## config.mk

```make
export PLATFORM = sky130hd
export DESIGN_NAME = seg_dac_decoder
export DESIGN_NICKNAME = d
export VERILOG_FILES = /design/src/rtl/seg_dac_decoder.sv
export SDC_FILE = /design/constraint.sdc
export NUM_CORES = 1
export LEC_CHECK = 0
export BUFFER_PORTS_ARGS = -buffer_cell sky130_fd_sc_hd__buf_2
export CAP_MARGIN = 40
export CORE_ASPECT_RATIO = 1.5
export CORE_MARGIN = 2
export CORE_UTILIZATION = 51
export CTS_CLUSTER_DIAMETER = 40
export DETAILED_ROUTE_END_ITERATION = 10
export GPL_TIMING_DRIVEN = 0
export PLACE_DENSITY = 0.82
export SKIP_CTS_REPAIR_TIMING = 1
export SYNTH_ARGS = -nofsm -noshare
export SYNTH_HDL_FRONTEND = slang
export SYNTH_SLANG_ARGS = --single-unit
```

## constraint.sdc

```tcl
create_clock -name clk -period 0.8 [get_ports clk]
set_clock_uncertainty 0.1 [all_clocks]
set_input_delay 0.08 -clock clk [delete_from_list [all_inputs] [get_ports clk]]
set_output_delay 0.08 -clock clk [all_outputs]
set_load 0.03 [all_outputs]
```

## src/rtl/seg_dac_decoder.sv

```systemverilog
module seg_dac_decoder #(
  parameter int MSB_BITS = 6,
  parameter int LSB_BITS = 10,
  localparam int WORD_W  = MSB_BITS + LSB_BITS,
  localparam int THERM_W = (1 << MSB_BITS) - 1
) (
  input  logic               clk,
  input  logic               rst_n,
  input  logic [WORD_W-1:0]  code_in,
  output logic [THERM_W-1:0] therm_out,
  output logic [LSB_BITS-1:0] bin_out
);

  logic [MSB_BITS-1:0] seg_hi;
  logic [THERM_W-1:0]  therm_next;

  assign seg_hi = code_in[WORD_W-1:LSB_BITS];

  for (genvar i = 0; i < THERM_W; i++) begin : g_therm
    assign therm_next[i] = (seg_hi > MSB_BITS'(i));
  end

  always_ff @(posedge clk or negedge rst_n) begin
    if (!rst_n) begin
      therm_out <= '0;
      bin_out   <= '0;
    end else begin
      therm_out <= therm_next;
      bin_out   <= code_in[LSB_BITS-1:0];
    end
  end

endmodule


```

==> impl_metrics.env <==
export IMPL_post_route_period_util_pct=136.4
export IMPL_yosys_area_top_type_share_pct=75.03
export IMPL_p_leak_nw=1.819
export IMPL_slew_viol_final=0
export IMPL_run_status="complete, but fails checks"
export IMPL_critical_path_buf_inv_count=1
export IMPL_route_final_wire_length_um=6754
export IMPL_post_route_antenna_net_violation_count=0
export IMPL_avgViaCountPerCell=5.133
export IMPL_gp_routability_congestion=0.7104
export IMPL_layout_filler_cells=194
export IMPL_number_of_antenna_violations_at_the_first_check_in_global_routing=0
export IMPL_worstSetupStartpoint="therm_out[22]$_DFF_PN0_"
export IMPL_clock_transition_at_the_register_clock_pins_on_the_worst_setup_and_hold_paths_after_cts_ns=0.09
export IMPL_synthesis_nets=198
export IMPL_placement_io_buffers=89
export IMPL_cts_htree_levels=3
export IMPL_ys_seq_elements=73
export IMPL_critical_path_endpoint_type="output pin"
export IMPL_core_mm2=0.004542
export IMPL_via_count=1848
export IMPL_final_period_minus_worst_setup_slack_ns=1.091
export IMPL_postSynthCellCount=180
export IMPL_sequential_share_of_the_synthesized_area_pct=75.03
export IMPL_synthesis_area_mm2=0.002435
export IMPL_number_of_clock_sinks=73
export IMPL_final_layout_size_suffix_gt1_share_pct=42.23
export IMPL_io_pins=91
export IMPL_min_delay_path_class="in -> async"
export IMPL_timing_hold_violations_final=84
export IMPL_die_height_um=88.63
export IMPL_delay_of_the_slowest_cell_on_the_worst_path_ns=0.41
export IMPL_globalRouteMet1Util_pct=24.28
export IMPL_total_power_mw=8.908
export IMPL_synth_top_cells_by_area="sky130_fd_sc_hd__dfrtp_1 (75%), sky130_fd_sc_hd__nand2_1 (2.3%), sky130_fd_sc_hd__nor2_1 (2.3%)"
export IMPL_gr_max_usage_layer="met2"
export IMPL_seq_area_mm2=0.001827
export IMPL_yosys_warnings=0
export IMPL_final_cell_count_no_fill=360
export IMPL_worst_ep_required_time_ns=0.62
export IMPL_crit_slowest_cell="sky130_fd_sc_hd__dfrtp_1"
export IMPL_violations_in_the_final_reports="negative hold slack, negative setup slack"
export IMPL_largest_vdd_supply_drop_mv=1.537
export IMPL_globalRouteOverflowTotal=0
export IMPL_hpwlAfterDp_um=3487
export IMPL_utilization_pct=84.74
export IMPL_setup_tns_ns=-18.29
export IMPL_timing_critical_path_cells="buf_6"
export IMPL_crit_type="reg -> out"
export IMPL_numCtsBuffers=9
export IMPL_cts_tree="done"
export IMPL_rsz0062_at_grt="true"
export IMPL_critical_path_max_fanout=1
export IMPL_worstMarginPinSlew_ns=0.8726
export IMPL_post_route_drc_count=0
export IMPL_whs_ns=-0.2510
export IMPL_rows=30
export IMPL_critPathTopFamily="flip-flops"
export IMPL_cap_viol_max_count=0
export IMPL_timing_slew_headroom_pct=41.83
export IMPL_global_route_wire_length_before_repair_um=7714
export IMPL_synth_top_cells_by_count="sky130_fd_sc_hd__dfrtp_1 (73), sky130_fd_sc_hd__nand2_1 (15), sky130_fd_sc_hd__nor2_1 (15)"
export IMPL_pin_count_of_the_biggest_net_entering_global_routing=74
export IMPL_powerDensity_mw_per_mm2=2315
export IMPL_yosys_area_top_type="sky130_fd_sc_hd__dfrtp_1"
export IMPL_layout_nets=309
export IMPL_fmax_ghz=0.9164
export IMPL_yosysUniqueCellTypes=30
export IMPL_drt_pass1_iterations=4
export IMPL_clockRootBuffer="sky130_fd_sc_hd__clkbuf_8"
export IMPL_cts_max_path_buffers=2
export IMPL_preCtsSetupSlack_ns=-0.3919
export IMPL_synth_edf_count=0
export IMPL_finalSetupViolCount=73
export IMPL_grt_util_met2_pct=33.99
export IMPL_drt_first_iter_violations=80
export IMPL_arrival_ns=0.91
export IMPL_finalWorstSetupSlack_ns=-0.2913
export IMPL_die_area_mm2=0.005354
export IMPL_cp_start_kind="flip-flop"
export IMPL_diodes=0
export IMPL_multi_input_area_um2=523.0
export IMPL_die_width_um=60.42
export IMPL_routedWlPerCell_um=18.76
export IMPL_syn_area_per_cell_um2=13.53
export IMPL_area_growth_synth_to_final_pct=58.07
export IMPL_synth_main_ff_cell="sky130_fd_sc_hd__dfrtp_1"
export IMPL_placement_cell_area_mm2=0.003039
export IMPL_global_route_usage_met3_pct=5.702
export IMPL_async_reset_ff_share_pct=100.0
export IMPL_synthMostInstantiatedCell="sky130_fd_sc_hd__dfrtp_1"
export IMPL_global_route_usage_total_pct=20.45
export IMPL_grt_pass1_vias=1612
export IMPL_finish_instance_area_mm2=0.003849
export IMPL_floorplan_initialDensity_pct=53.61
export IMPL_dp_cells=333
-- registers in the layout (all words and copies together) (netlist names) --
name	cells
bin_out	10
therm_out	63
-- per-layer routing --
layer  part of all wire, %  up-vias
li1                      -      815
met1                    37      937
met2                    56       81
met3                   4.6       15
met4                   2.4        0
met5                     0        -
-- final timing paths --
kind | slack (ns) | end | cells past startpoint
max in group asynchronous | 0.28 | therm_out[27]$_DFF_PN0_ | 1
setup / recovery | -0.29 | therm_out[22] | 1
min in group clk | -0.09 | therm_out[6]$_DFF_PN0_ | 3
hold / removal | -0.25 | bin_out[8]$_DFF_PN0_ | 1
-- cell type report --
cell class | count | area share [%]
sequential | 73 | 47.46
timing repair buffer | 100 | 26.37
multi-input combinational | 86 | 13.59
buffer | 15 | 3.609
clock buffer | 10 | 3.316
clock inverter | 6 | 2.991
tap | 64 | 2.081
inverter | 6 | 0.5852
-- placed cells by master (no fill, tap or decap), drive strengths merged, types with 2 or more instances in the layout --
cell type    count
a21boi           7
a21o             5
a21oi            7
a31o             2
buf            102
bufinv           3
clkbuf          12
dfrtp           73
dlygate4sd3     11
inv              7
nand2           15
nand3            4
nor2            15
nor2b            2
nor3             3
o21a             2
o21ai            7
o21bai           5
o31a             2
-- logic make-up after synthesis --
logic type,share of synthesized area (%)
AND/OR/NAND/NOR,8.634
AO/OA/AOI/OAI,11.41
buffers and inverters,4.933
flip-flops,75.03
-- power by group --
| part | internal (mW) | switching [mW] |
|---|---|---|
| clock network | 2.09 | 1.44 |
| logic | 0.572 | 0.822 |
| registers | 3.88 | 0.107 |
| total | 6.54 | 2.37 |
Note: power is estimated with default switching activity, not from simulation.
